File: src/rtl/lock_pkg.sv
package lock_pkg;

    typedef enum logic [1:0] {
        PH_WAIT = 2'd0,
        PH_ERR  = 2'd1,
        PH_OPEN = 2'd2
    } lock_phase_e;

endpackage

File: src/rtl/lock_code_store.sv
module lock_code_store #(
    parameter int DIGIT_W    = 4,
    parameter int NUM_DIGITS = 3,
    parameter logic [NUM_DIGITS*DIGIT_W-1:0] DEFAULT_CODE = 12'h243,
    localparam int SEL_W     = (NUM_DIGITS > 1) ? $clog2(NUM_DIGITS) : 1
) (
    input  logic                          clk,
    input  logic                          rst,
    input  logic                          cfg_we,
    input  logic [NUM_DIGITS*DIGIT_W-1:0] cfg_code,
    input  logic [SEL_W-1:0]              sel,
    input  logic [DIGIT_W-1:0]            key_val,
    output logic                          match
);

    typedef struct packed {
        logic [NUM_DIGITS-1:0][DIGIT_W-1:0] code;
    } store_t;

    store_t st_d, st_q;
    logic [DIGIT_W-1:0] picked;

    always_comb begin
        st_d = st_q;
        if (rst) begin
            for (int i = 0; i < NUM_DIGITS; i++) begin
                st_d.code[i] = cfg_we ? cfg_code[i*DIGIT_W +: DIGIT_W]
                                      : DEFAULT_CODE[i*DIGIT_W +: DIGIT_W];
            end
        end
    end

    always_ff @(posedge clk) begin
        st_q <= st_d;
    end

    // digit selector driven by the controller step
    always_comb begin
        picked = '0;
        for (int i = 0; i < NUM_DIGITS; i++) begin
            if (sel == SEL_W'(i)) picked = st_q.code[i];
        end
    end

    assign match = (picked == key_val);


    code_hold_chk: assert property (@(posedge clk) disable iff (rst)
        !rst |=> $stable(st_q.code));

endmodule

File: src/rtl/lock_sequencer.sv
module lock_sequencer
    import lock_pkg::*;
#(
    parameter int NUM_DIGITS = 3,
    localparam int SEL_W     = (NUM_DIGITS > 1) ? $clog2(NUM_DIGITS) : 1
) (
    input  logic             clk,
    input  logic             rst,
    input  logic             key_new,
    input  logic             match,
    output logic [SEL_W-1:0] sel,
    output logic             unlock
);

    localparam logic [SEL_W-1:0] LAST_IDX = SEL_W'(NUM_DIGITS - 1);

    typedef struct packed {
        lock_phase_e      phase;
        logic [SEL_W-1:0] idx;
    } seq_t;

    seq_t seq_d, seq_q;

    always_comb begin
        seq_d = seq_q;
        unique case (seq_q.phase)
            PH_WAIT: begin
                if (key_new) begin
                    if (!match)                  seq_d.phase = PH_ERR;
                    else if (seq_q.idx == LAST_IDX) seq_d.phase = PH_OPEN;
                    else                         seq_d.idx = seq_q.idx + 1'b1;
                end
            end
            default: ; // error and open are terminal until reset
        endcase
    end

    always_ff @(posedge clk) begin
        if (rst) begin
            seq_q.phase <= PH_WAIT;
            seq_q.idx   <= '0;
        end else begin
            seq_q <= seq_d;
        end
    end

    assign sel    = seq_q.idx;
    assign unlock = (seq_q.phase == PH_OPEN);


    idle_hold_chk: assert property (@(posedge clk) disable iff (rst)
        (seq_q.phase == PH_WAIT && !key_new) |=> (seq_q.phase == PH_WAIT && $stable(seq_q.idx)));


    step_adv_chk: assert property (@(posedge clk) disable iff (rst)
        (seq_q.phase == PH_WAIT && key_new && match && seq_q.idx != LAST_IDX)
        |=> (seq_q.phase == PH_WAIT && seq_q.idx == $past(seq_q.idx) + 1'b1));


    wrong_entry_chk: assert property (@(posedge clk) disable iff (rst)
        (seq_q.phase == PH_WAIT && key_new && !match) |=> (seq_q.phase == PH_ERR && !unlock));


    last_match_chk: assert property (@(posedge clk) disable iff (rst)
        (seq_q.phase == PH_WAIT && key_new && match && seq_q.idx == LAST_IDX) |=> unlock);


    open_stay_chk: assert property (@(posedge clk) disable iff (rst)
        (seq_q.phase == PH_OPEN) |=> (seq_q.phase == PH_OPEN));


    err_stay_chk: assert property (@(posedge clk) disable iff (rst)
        (seq_q.phase == PH_ERR) |=> (seq_q.phase == PH_ERR && !unlock));


    reset_state_chk: assert property (@(posedge clk)
        rst |=> (seq_q.phase == PH_WAIT && seq_q.idx == '0 && !unlock));

endmodule

File: src/rtl/combo_lock.sv
module combo_lock #(
    parameter int DIGIT_W    = 4,
    parameter int NUM_DIGITS = 3,
    parameter logic [NUM_DIGITS*DIGIT_W-1:0] DEFAULT_CODE = 12'h243,
    localparam int CODE_W    = NUM_DIGITS * DIGIT_W,
    localparam int SEL_W     = (NUM_DIGITS > 1) ? $clog2(NUM_DIGITS) : 1
) (
    input  logic              clk,
    input  logic              rst,
    input  logic [DIGIT_W-1:0] key_val,
    input  logic              key_new,
    input  logic              cfg_we,
    input  logic [CODE_W-1:0] cfg_code,
    output logic              unlock
);

    logic [SEL_W-1:0] sel;
    logic             match;

    lock_code_store #(
        .DIGIT_W      (DIGIT_W),
        .NUM_DIGITS   (NUM_DIGITS),
        .DEFAULT_CODE (DEFAULT_CODE)
    ) i_store (
        .clk      (clk),
        .rst      (rst),
        .cfg_we   (cfg_we),
        .cfg_code (cfg_code),
        .sel      (sel),
        .key_val  (key_val),
        .match    (match)
    );

    lock_sequencer #(
        .NUM_DIGITS (NUM_DIGITS)
    ) i_seq (
        .clk     (clk),
        .rst     (rst),
        .key_new (key_new),
        .match   (match),
        .sel     (sel),
        .unlock  (unlock)
    );

endmodule

File: config.mk
export PLATFORM = sky130hd
export DESIGN_NAME = combo_lock
export DESIGN_NICKNAME = d
export VERILOG_FILES = /design/src/rtl/lock_pkg.sv /design/src/rtl/lock_code_store.sv /design/src/rtl/lock_sequencer.sv /design/src/rtl/combo_lock.sv
export SDC_FILE = /design/constraint.sdc
export NUM_CORES = 1
export LEC_CHECK = 0
export BUFFER_PORTS_ARGS = -buffer_cell sky130_fd_sc_hd__buf_2
export CAP_MARGIN = 10
export CORE_MARGIN = 10
export CORE_UTILIZATION = 50
export CTS_CLUSTER_SIZE = 25
export DETAILED_ROUTE_END_ITERATION = 6
export PLACE_DENSITY = 0.84
export REMOVE_ABC_BUFFERS = 1
export SETUP_SLACK_MARGIN = 0.02
export SYNTH_ARGS = -nofsm -noshare
export SYNTH_HDL_FRONTEND = slang
export SYNTH_HIERARCHICAL = 1
export SYNTH_SLANG_ARGS = --single-unit
File: constraint.sdc
create_clock -name clk -period 2.3 [get_ports clk]
set_input_delay 0.46 -clock clk [delete_from_list [all_inputs] [get_ports clk]]
set_output_delay 0.46 -clock clk [all_outputs]
set_load 0.1 [all_outputs]
# After elaboration in Yosys (flattened, before gate mapping)
# Index checks and enable logic that the tools add are counted.
# W data, S select, Z words.
[op_classes]
addsub = 1
eq_ne = 5
n_mux = 5
bitwise_logic = 1
reduce_logical = 4
[op_table]
columns = ["operator", "n"]
rows = [
  ["$mux W4", 3],
  ["$eq A2 B2 Y1 const B", 2],
  ["$eq A4 B4 Y1", 1],
  ["$logic_not A2 Y1", 2],
  ["$mux W2", 2],
  ["$reduce_and A4 Y1", 1],
  ["$reduce_and A3 Y1", 1],
  ["$add A2 B1 Y2 const B", 1],
  ["$eq A2 B1 Y1 const B", 1],
  ["$ne A2 B2 Y1 const B", 1],
  ["$not A1 Y1", 1],
]
[word_totals]
regBits = 16
inputBits = 20
output_inout_bits = 1
wordCells = 21

# Longest topological paths before layout
# Gate-level depths: netlist (run 1).
[depth]
depth_word = 7
ltp_mapped = 9
mapped_depth_nobuf = 7

# Cells and area by module
# The synthesis (run 1) kept the hierarchy.
[modules_own_cells]
columns = ["mod", "instances", "cells_each", "area_per_inst_um2", "seq_area_each_um2"]
rows = [
  ["lock_code_store", 1, 43, 588.1, 360.3],
  ["lock_sequencer", 1, 21, 212.7, 80.1],
]

# Worst setup path before layout (run 1)
# Ideal clock, no wire load.
[synth_timing]
kind = "flip-flop to flip-flop"
startpoint = "register i_seq.seq_q (netlist bit i_seq/sel[0])"
endpoint = "register i_seq.seq_q (netlist bit i_seq/sel[1])"
setup_time_ns = 0.088
t_arrival_ns = 1.785
required_ns = 2.212
slack_ns = 0.427
path_stages_with_launch = 10
n_path_buf = 2
synth_period_minus_slack_ns = 1.873
path_cell_list = "dfxtp_1 buf_4 buf_6 mux2i_1 o21ai_1 xor2_1 nor4_2 and4bb_4 a21oi_2 a311oi_2"
[synth_between]
elab_chain_cells = 6
elab_cells_between_ends = 10
cone_classes = "1 x add/sub; 3 x eq/ne; 3 x mux; 1 x bitwise; 2 x reduce/logical"
[synth_lines]
columns = ["element", "line", "rtl"]
rows = [
  ["start, declared", "lock_sequencer.sv:22", "seq_t seq_d, seq_q;"],
  ["start signal, assigned", "lock_sequencer.sv:43", "seq_q <= seq_d;"],
  ["$logic_not A2 Y1", "lock_code_store.sv:41", "if (sel == SEL_W'(i)) picked = st_q.code[i];"],
  ["$mux W4 (2 in a row)", "lock_code_store.sv:41", ""],
  ["$mux W4 *", "lock_code_store.sv:41", ""],
  ["$eq A4 B4 Y1 *", "lock_code_store.sv:45", "assign match = (picked == key_val);"],
  ["via match", "combo_lock.sv:18", "logic match;"],
  ["$reduce_and A4 Y1 (no source line) *", "--", ""],
]
# Mark *: on every way through the listed nets, which the timed path passes. The rest lies on a longest branch.
# A chain may end at the register's enable or synchronous reset.

# Worst setup path after layout (run 1)
# Same ends and word-level chain as after synthesis.

==> metrics.md, run 1 <==
| Metric | Value |
|---|---|
| Final Setup Violations | 0 |
| Xor-xnor portion of the synthesized cell area | 4.375% |
| Post-CTS Hold Fix Bufs | 0 |
| Tcrit/Tclk final | 90.08% |
| Internal power | 430.0 µW |
| Hold path cells | 2 |
| Die area | 3602 µm² |
| Final WS setup | 0.2282 ns |
| Worst endpoint required time | 2.50 ns |
| Slew Limit Headroom | 67.87% |
| Synth cell types | 25 |
| Worst-case hold slack | 0.4311 ns |
| Comb pwr share | 12.0% |
| Register-to-Register Path Depth | 7 |
| Global-route wire length before repair | 2359 µm |
| Cell taking the most area after synthesis | edfxtp_1 |
| I/O pin cnt | 21 |
| Largest net degree at the start of global routing | 17 |
| Most frequent cells in the layout | buf_2 (20), edfxtp_1 (12), and2_1 (8) |
| Sequential power share | 61.4% |
| Initial antenna violation count | 0 |
| Max-slew violation count | 0 |
| Leakage | 0.3470 nW |
| Arrival @ worst endpoint | 2.27 ns |
| # diodes | 0 |
| Cell Rows | 14 |
| Routed WL per cell | 13.49 µm |
| Placeable Area | 1506 µm² |
| DRT antenna net count | 0 |
| Seq/Total Area, Yosys | 55.00% |
| Syn-to-layout area delta | 14.53% |
| Initial drt markers | 3 |
| Final wirelength | 1349 µm |
| Fmax | 0.4827 GHz |
| Total clock sinks | 16 |
| Mux contribution to synthesized area | 5.000% |
| Post-synth top area share | 45.00% |
| Cts repair resizes | 0 |
| Cells after Synth | 64 |
| Kind of critical path | flop to flop |
| Post-layout min period | 2.072 ns |
| Sw power | 125.6 µW |
| GRT Overall Usage | 8.355% |
| Die W | 60.02 µm |
| TritonCTS Buffers | 3 |
| Dpl ws | 0.2139 ns |
| Max_cap viols | 0 |
| Sw frac | 22.61% |
| Worst setup EP type | flop |
| Hold Fails Final Rpt | 0 |
| Critical Path Fanout Max | 9 |
| Avg Vias per Cell | 5.270 |
| Share of cells above drive strength 1 | 35.71% |
| Worst Skew | 0.002122 ns |
| RD Place Congestion | 0.7639 |
| VDD IR max | 333.5 µV |
| Nets | 106 |
| Setup TNS | 0 ns |
| Main combinational cell family by area after synthesis | simple AND/OR/NAND/NOR gates |
| P per Cell Area | 605.8 nW/µm² |
| Worst-margin pin slew | 0.4853 ns |
| Critical Path Source Type | flop |
| RSZ-0062 raised after global routing | no |
| DR DRC count | 0 |
| DRT Pass-1 Iters | 3 |
| Postcts setup bufs | 0 |
| Synth Area in Compound Gates | 8.906% |
| Adder-Cell Fraction of Synth Area | 1.563% |
| Clock Tree Buf Depth | 2 |
| Synth Area in Simple Gates | 20.00% |
| Status | finished clean |
| Vias in the first global route | 586 |
| Total number of vias | 527 |
| Flops & latches, synth | 16 |
| Leading cell type in the layout, fill and taps excluded | buf_2 |
| Worst skew pair latency | 0.28 ns |
| Root buffer cell | clkbuf_4 |
| Clock H-tree levels | 1 |
| Mapped Avg Cell Area | 12.51 µm² |
| Mapped Area | 800.8 µm² |
| CTS tree | yes |
| Die H | 60.02 µm |
| Synth warn | 6 |
| Top post-synthesis cells by area | edfxtp_1 (45%), dfxtp_1 (10%), and2_1 (6.3%), mux2i_1 (5.0%), xor2_1 (4.4%) |
| Post-detail-place hpwl | 1070 µm |
| Port Buffer Count | 20 |
| Hold crit path type | input port to flop |
| Grt total ovfl | 0 |
| Clock Power Share | 26.6% |
| Reg clk slew, reported paths | 0.09 ns |
| Initial Util | 53.16% |
-- registers in the layout, indices dropped and copies added, names as in the netlist --
register / cells
i_store/st_q: 12
i_seq/seq_q: 2
i_seq/sel: 2
-- worst max-delay path, cell delays in order (launching register included) --
cell      delay, ns
dfxtp_1        0.51
mux2i_1        0.25
o21ai_0        0.11
xor2_1         0.17
nor4_2         0.33
and4bb_4       0.32
a21oi_2        0.07
a311oi_2       0.24
-- path summary, 6_finish.rpt --
path | startpoint | to | slack, ns
setup / recovery | i_seq/sel[0]$_SDFFE_PP0P_ | i_seq/sel[1]$_SDFFE_PP0P_ | 0.23
hold / removal | cfg_code[6] | i_store/st_q[6]$_SDFFCE_PN1P_ | 0.43
setup reg to reg | i_seq/sel[0]$_SDFFE_PP0P_ | i_seq/sel[1]$_SDFFE_PP0P_ | 0.23
hold reg to reg | i_seq/seq_q[2]$_SDFFE_PP0P_ | i_seq/seq_q[2]$_SDFFE_PP0P_ | 0.49
-- per-layer routing --
layer / wire [µm] / GRT usage (%) / up-vias
met1: 601 / 9.294 / 239
met5: 0 / 0 / -
li1: - / - / 267
met2: 635 / 13.38 / 17
met4: 17 / 4.487 / 0
met3: 95 / 3.178 / 4
-- metrics by stage --
| stage | instance area [µm²] | power, mW | utilization (%) | std cells |
|---|---|---|---|---|
| 5_1_grt | 917.1 | 0.5863 | 60.88 | 100 |
| 3_3_place_gp | 890.9 | 0.4123 | 59.14 | 96 |
| 3_5_place_dp | 890.9 | 0.4156 | 59.14 | 96 |
| 4_1_cts | 917.1 | 0.5618 | 60.88 | 100 |
| 2_1_floorplan | 770.7 | 0.3846 | - | 60 |
| 6_report | 917.1 | 0.5556 | 60.88 | 100 |
-- Yosys cell counts --
cell type / instances
a311oi_2: 1
clkbuf_1: 1
edfxtp_1: 12
and2_1: 8
nand3_1: 1
o21ai_0: 3
ha_1: 1
a21o_2: 1
and2b_2: 1
and4bb_4: 1
a21oi_1: 2
nand2b_1: 4
mux2i_1: 4
a41oi_1: 1
dfxtp_1: 4
buf_4: 2
or3b_2: 1
nor4_2: 1
a21oi_2: 1
inv_1: 3
o21ai_1: 1
nor2_1: 1
nand3b_1: 4
xor2_1: 4
buf_6: 1
-- cell type report --
| class | instances | area [µm²] |
|---|---|---|
| multi-input combinational | 41 | 319.1 |
| clock buffer | 3 | 22.52 |
| inverter | 3 | 11.26 |
| sequential | 16 | 440.4 |
| timing repair buffer | 20 | 100.1 |
| clock inverter | 1 | 3.754 |
| fill | 126 | 589.3 |
| tap | 16 | 20.02 |
-- kinds of logic after synthesis --
group	after synthesis
AOI/OAI and AO/OA	10
xor gates and xnor gates	4
adders and majority gates	1
buffers and inverters	7
DFF	16
muxes	4
and+or+nand+nor	22
-- power groups by stage --
stage | sequential (mW) | clock, mW | combinational, mW
2_1_floorplan | 0.345 | 0 | 0.0399
3_3_place_gp | 0.347 | 0 | 0.0648
3_5_place_dp | 0.348 | 0 | 0.0676
4_1_cts | 0.341 | 0.153 | 0.0677
5_1_grt | 0.343 | 0.167 | 0.0762
6_report | 0.341 | 0.148 | 0.0665
(Power assumes the default switching activity.)
==> inputs of run 2 (changes only) <==
Settings changed: CORE_UTILIZATION 50 to 35, PLACE_DENSITY 0.84 to 0.65.
==> run 2 against run 1 <==
Maximum frequency grew 2.1%. Largest cell class unchanged. Highest routed layer unchanged. Clock power grew 3%. Critical endpoint unchanged. Sequential share of layout area shrank 0.77 points. First-iteration DRC count grew to 4.7 times the previous value. Critical path type unchanged. Setup slack gained 0.043 ns. Global-route usage shrank 1.8 points.
==> metrics.md, run 2 (synthesized netlist as in run 1, its figures left out) <==
| Metric | Value |
|---|---|
| DRT Pass-1 Iters | 3 (unchanged) |
| Initial antenna violation count | 0 (unchanged) |
| Reg-to-reg startpoint | i_seq/sel[0]$_SDFFE_PP0P_ |
| Root buffer cell | clkbuf_4 |
| Total number of vias | 497 (-5.7%) |
| TritonCTS Buffers | 3 (unchanged) |
| Setup TNS | 0 ns (unchanged) |
| P per Cell Area | 599.5 nW/µm² (-1.0%) |
| Leading cell type in the layout, fill and taps excluded | buf_2 |
| Cell Rows | 17 (+3) |
| DRT antenna net count | 0 (unchanged) |
| Reg clk slew, reported paths | 0.10 ns (about the same) |
| Post-layout min period | 2.029 ns (-0.04281 ns) |
| Final wirelength | 1329 µm (-1.5%) |
| Pwr Total | 558.8 µW (+0.57%) |
| Arrival @ worst endpoint | 2.24 ns (-0.03 ns) |
| Routed WL per cell | 11.87 µm (-12%) |
| Avg Vias per Cell | 4.438 (-16%) |
| Critical path launch point | i_seq/sel[0]$_SDFFE_PP0P_ |
| Die W | 67.83 µm (+13%) |
| RSZ-0062 raised after global routing | no |
| Placeable Area | 2191 µm² (+45%) |
| Max_cap viols | 0 (unchanged) |
| Final Setup Violations | 0 (unchanged) |
| Initial drt markers | 14 (+11) |
| Global-route wire length before repair | 2256 µm (-4.4%) |
| Die H | 67.83 µm (+13%) |
| R2R Setup Slk | 0.27 ns (+0.04 ns) |
| Worst setup EP type | flop |
| GRT Overall Usage | 6.604% (-1.8 points) |
| DP Area | 905.9 µm² (+1.7%) |
| Register-to-Register Path Depth | 7 (unchanged) |
| # diodes | 0 (unchanged) |
| VDD IR max | 389.3 µV (+17%) |
| End of the worst register-to-register path | i_seq/sel[1]$_SDFFE_PP0P_ |
| Worst path slowest cell | dfxtp_1 |
| Share of cells above drive strength 1 | 35.71% (unchanged) |
| RD Place Congestion | 0.7453 (-2.4%) |
| Worst endpoint required time | 2.51 ns (about the same) |
| Finished Cell Area | 932.1 µm² (+1.6%) |
| Total clock sinks | 16 (unchanged) |
| Max reg flops | 12 (unchanged) |
| Max-slew violation count | 0 (unchanged) |
| Hold Fails Final Rpt | 0 (unchanged) |
| Met1 GRT Util | 6.495% (-2.8 points) |
| Fmax | 0.4929 GHz (+2.1%) |
| Leakage | 0.3470 nW (unchanged) |
| Slew Limit Headroom | 67.74% (-0.13 points) |
| Clock H-tree levels | 1 (unchanged) |
| Critical Path Source Type | flop |
| Nets | 106 (unchanged) |
| Port Buffer Count | 20 (unchanged) |
| Critical path's largest stage delay | 0.53 ns (+0.02 ns) |
| Postcts setup bufs | 0 (unchanged) |
| Vias in the first global route | 533 (-9.0%) |
| CP Cell Sequence | mux2i_1 > o21ai_1 > xor2_1 > nor4_2 > and4bb_4 > a21oi_2 > a311oi_2 |
| CTS tree | yes |
| Status | finished clean |
| Critical Path Fanout Max | 9 (unchanged) |
| Most frequent cells in the layout | buf_2 (20), edfxtp_1 (12), and2_1 (8) |
| Post-detail-place hpwl | 1032 µm (-3.6%) |
| Cts repair resizes | 0 (unchanged) |
| Kind of critical path | flop to flop |
| Largest register by flop count | i_store/st_q |
| Syn-to-layout area delta | 16.41% |
| Routing usage on met2 | 10.09% (-3.3 points) |
| Crit path to | i_seq/sel[1]$_SDFFE_PP0P_ |
| Tcrit/Tclk final | 88.22% (-1.9 points) |
| Largest net degree at the start of global routing | 17 (unchanged) |
| I/O pin cnt | 21 (unchanged) |
| Worst-margin pin slew | 0.4872 ns (+0.001961 ns) |
| GRT busiest layer | met2 |
| # fillers | 217 (+72%) |
| Initial Util | 36.55% (-17 points) |
| Grt total ovfl | 0 (unchanged) |
| Post-CTS Hold Fix Bufs | 0 (unchanged) |
| Die area | 4601 µm² (+28%) |
| DR DRC count | 0 (unchanged) |
| Met3 Use GR | 5.710% (+2.5 points) |
| Worst skew pair latency | 0.29 ns (about the same) |
| Hold crit path type | input port to flop |
| Clock Tree Buf Depth | 2 (unchanged) |
| Worst Skew | 0.009518 ns (+0.007395 ns) |
run 2: cell counts in the layout (fill, tap and decap cells not counted):
Identical to the previous run, type by type.
run 2: how the worst min path moves through the flow:
stage / startpoint / endpoint / slack, ns / cells after the start
after floorplan: i_seq/seq_q[2]$_SDFFE_PP0P_ / i_seq/seq_q[2]$_SDFFE_PP0P_ / 0.44 / 2
after global placement: i_seq/seq_q[2]$_SDFFE_PP0P_ / i_seq/seq_q[2]$_SDFFE_PP0P_ / 0.48 / 2
after detailed placement: i_seq/seq_q[2]$_SDFFE_PP0P_ / i_seq/seq_q[2]$_SDFFE_PP0P_ / 0.48 / 2
after CTS: cfg_code[9] / i_store/st_q[9]$_SDFFCE_PN1P_ / 0.41 / 2
after global routing: cfg_code[9] / i_store/st_q[9]$_SDFFCE_PN1P_ / 0.39 / 2
final: cfg_code[9] / i_store/st_q[9]$_SDFFCE_PN1P_ / 0.42 / 2
run 2: worst max-delay path: cells and delay by family, from the launching register on:
family	cells	cell delay (ns)
simple gates	2	0.66
flops	1	0.53
compound gates	3	0.36
mux	1	0.23
xor+xnor	1	0.16
run 2: per-stage QoR:
| step | hold slack [ns] | std cells | util, % | setup WS, ns |
|---|---|---|---|---|
| after floorplan | 0.4438 | 60 | - | 0.4377 |
| after detailed placement | 0.4796 | 108 | 41.35 | 0.2721 |
| final | 0.4162 | 112 | 42.55 | 0.2710 |
| after global routing | 0.3944 | 112 | 42.55 | 0.09035 |
| after global placement | 0.4765 | 108 | 41.35 | 0.3294 |
| after CTS | 0.4054 | 112 | 42.55 | 0.2468 |
run 2: where the power goes:
part / internal, mW / switching [mW] / leakage, nW
registers: 0.332 / 0.00857 / 0.149
logic: 0.0353 / 0.0308 / 0.182
clock network: 0.0631 / 0.0895 / 0.0154
run 2: area by class of cell:
class | count | area, µm² | share of cell area, %
Clock buffer | 3 | 22.52 | 2.416
Multi-Input combinational cell | 41 | 319.1 | 34.23
Clock inverter | 1 | 3.754 | 0.4027
Tap cell | 28 | 35.03 | 3.758
Sequential cell | 16 | 440.4 | 47.25
Inverter | 3 | 11.26 | 1.208
Timing Repair Buffer | 20 | 100.1 | 10.74
run 2: routing by layer:
metal / part of all wire [%] / vias to the layer above
met5: 0 / -
met4: 1.3 / 0
met3: 12 / 4
met2: 44 / 16
met1: 43 / 209
li1: - / 268
==> inputs of run 3 (changes only) <==
Clock period 2.3 ns to 2.6 ns, I/O delays scaled along.
==> run 3 against run 2 <==
Cell area decreased by 0.40%. Wire length increased by 1.1%. Critical path depth unchanged. Critical path type unchanged.
==> metrics.md, run 3 (synthesized netlist as in run 1, its figures left out) <==
| Metric | Value |
|---|---|
| Initial antenna violation count | 0 (unchanged) |
| DRT Pass-1 Iters | 4 (+1) |
| Routed WL per cell | 12.11 µm (+2.0%) |
| Share of cells above drive strength 1 | 36.14% (+0.43 points) |
| TritonCTS Buffers | 3 (unchanged) |
| Worst-margin pin slew | 0.4872 ns (-0.00001931 ns) |
| P per Cell Area | 521.1 nW/µm² (-13%) |
| Worst endpoint required time | 2.79 ns (+0.28 ns) |
| Critical Path Source Type | flop |
| Initial Util | 36.55% (unchanged) |
| Tcrit/Tclk final | 78.66% (-9.6 points) |
| Nets | 106 (unchanged) |
| Kind of critical path | flop to flop |
| Critical Path Fanout Max | 9 (unchanged) |
| Syn-to-layout area delta | 15.94% |
| DR DRC count | 0 (unchanged) |
| Setup TNS | 0 ns (unchanged) |
| Worst Skew | 0.0003127 ns (-0.009205 ns) |
| Postcts setup bufs | 0 (unchanged) |
| # diodes | 0 (unchanged) |
| Avg Vias per Cell | 4.477 (+0.90%) |
| Status | finished clean |
| Fmax | 0.4890 GHz (-0.79%) |
| Max-slew violation count | 0 (unchanged) |
| Reg clk slew, reported paths | 0.09 ns (about the same) |
| Die W | 67.83 µm (unchanged) |
| Final Setup Violations | 0 (unchanged) |
| Max_cap viols | 0 (unchanged) |
| Vias in the first global route | 602 (+13%) |
| Post-layout min period | 2.045 ns (+0.01617 ns) |
| Clock Tree Buf Depth | 2 (unchanged) |
| DRT antenna net count | 0 (unchanged) |
| GRT Overall Usage | 7.207% (+0.60 points) |
| Total number of vias | 497 (unchanged) |
| Pwr Total | 483.8 µW (-13%) |
| RSZ-0062 raised after global routing | no |
| Worst skew pair latency | 0.27 ns (-0.02 ns) |
| DP Area | 905.9 µm² (unchanged) |
| CTS tree | yes |
| Leading cell type in the layout, fill and taps excluded | buf_2 |
| Cell Rows | 17 (unchanged) |
| Clock H-tree levels | 1 (unchanged) |
| Most frequent cells in the layout | buf_2 (20), edfxtp_1 (12), and2_1 (8) |
| Post-CTS Hold Fix Bufs | 0 (unchanged) |
| Global-route wire length before repair | 2566 µm (+14%) |
| Placeable Area | 2191 µm² (unchanged) |
| Largest net degree at the start of global routing | 17 (unchanged) |
| Port Buffer Count | 20 (unchanged) |
| Cts repair resizes | 0 (unchanged) |
| Critical path's largest stage delay | 0.52 ns (about the same) |
| Arrival @ worst endpoint | 2.24 ns (about the same) |
| Die area | 4601 µm² (unchanged) |
| Root buffer cell | clkbuf_4 |
| Hold crit path type | flop to flop |
| Largest register by flop count | i_store/st_q |
| Initial drt markers | 35 (+21) |
| CP Cell Sequence | mux2i_1 > o21ai_0 > xor2_1 > nor4_2 > and4bb_4 > a21oi_2 > a311oi_2 |
| Post-detail-place hpwl | 1069 µm (+3.5%) |
| Final wirelength | 1344 µm (+1.1%) |
| Worst path slowest cell | dfxtp_1 |
| I/O pin cnt | 21 (unchanged) |
| Die H | 67.83 µm (unchanged) |
| RD Place Congestion | 0.7456 (about the same) |
| Hold Fails Final Rpt | 0 (unchanged) |
| VDD IR max | 276.2 µV (-29%) |
| Worst setup EP type | flop |
| Total clock sinks | 16 (unchanged) |
| Finished Cell Area | 928.4 µm² (-0.40%) |
| Slew Limit Headroom | 67.74% (about the same) |
| Worst-case hold slack | 0.4852 ns (+0.06907 ns) |
| Grt total ovfl | 0 (unchanged) |
| Max reg flops | 12 (unchanged) |
| Leakage | 0.3455 nW (-0.45%) |
==> run 3: cell types whose count changed in the layout (fill, tap and decap cells not counted) <==
cell	previous run	this run
clkinv_1	1	0
==> run 3: critical path: cells and delay by family, from the launching register on <==
family,cells,cell delay [ns]
AND/OR/NAND/NOR,2,0.65
flip-flops,1,0.52
AO/OA/AOI/OAI,3,0.39
multiplexers,1,0.22
XOR/XNOR,1,0.17
==> run 3: worst paths after layout <==
path / cells past startpoint / startpoint / endpoint / slack (ns)
worst min-delay path: 2 / i_seq/seq_q[2]$_SDFFE_PP0P_ / i_seq/seq_q[2]$_SDFFE_PP0P_ / 0.49
worst max-delay path: 7 / i_seq/sel[0]$_SDFFE_PP0P_ / i_seq/sel[1]$_SDFFE_PP0P_ / 0.55
worst min register to register: 2 / i_seq/seq_q[2]$_SDFFE_PP0P_ / i_seq/seq_q[2]$_SDFFE_PP0P_ / 0.49
worst max register to register: 7 / i_seq/sel[0]$_SDFFE_PP0P_ / i_seq/sel[1]$_SDFFE_PP0P_ / 0.55
==> run 3: power by group <==
part           internal (mW)  total [mW]  switching, mW
clock network         0.0536       0.124         0.0704
logic                 0.0313      0.0587         0.0274
registers              0.293       0.301        0.00769
total                  0.378       0.484          0.106
==> run 3: area by class of cell <==
class | instances | area, µm²
Multi-Input combinational cell | 41 | 319.1
Sequential cell | 16 | 440.4
Tap cell | 28 | 35.03
Clock buffer | 3 | 22.52
Timing Repair Buffer | 20 | 100.1
Inverter | 3 | 11.26
Fill cell | 220 | 1262
==> run 3: metal layers <==
layer,routed length [µm],GRT usage [%]
met4,8,3.015
met2,631,11.38
met3,141,4.078
met5,0,0
met1,563,7.839
==> run 3: per-stage QoR <==
stage                     cells  setup WS (ns)  utilization, %
after detailed placement    108         0.5576           41.35
final                       111         0.5548           42.38
after global placement      108         0.6295           41.35
after floorplan              60         0.7377               -
after global routing        111         0.3247           42.38
after CTS                   111         0.5204           42.38
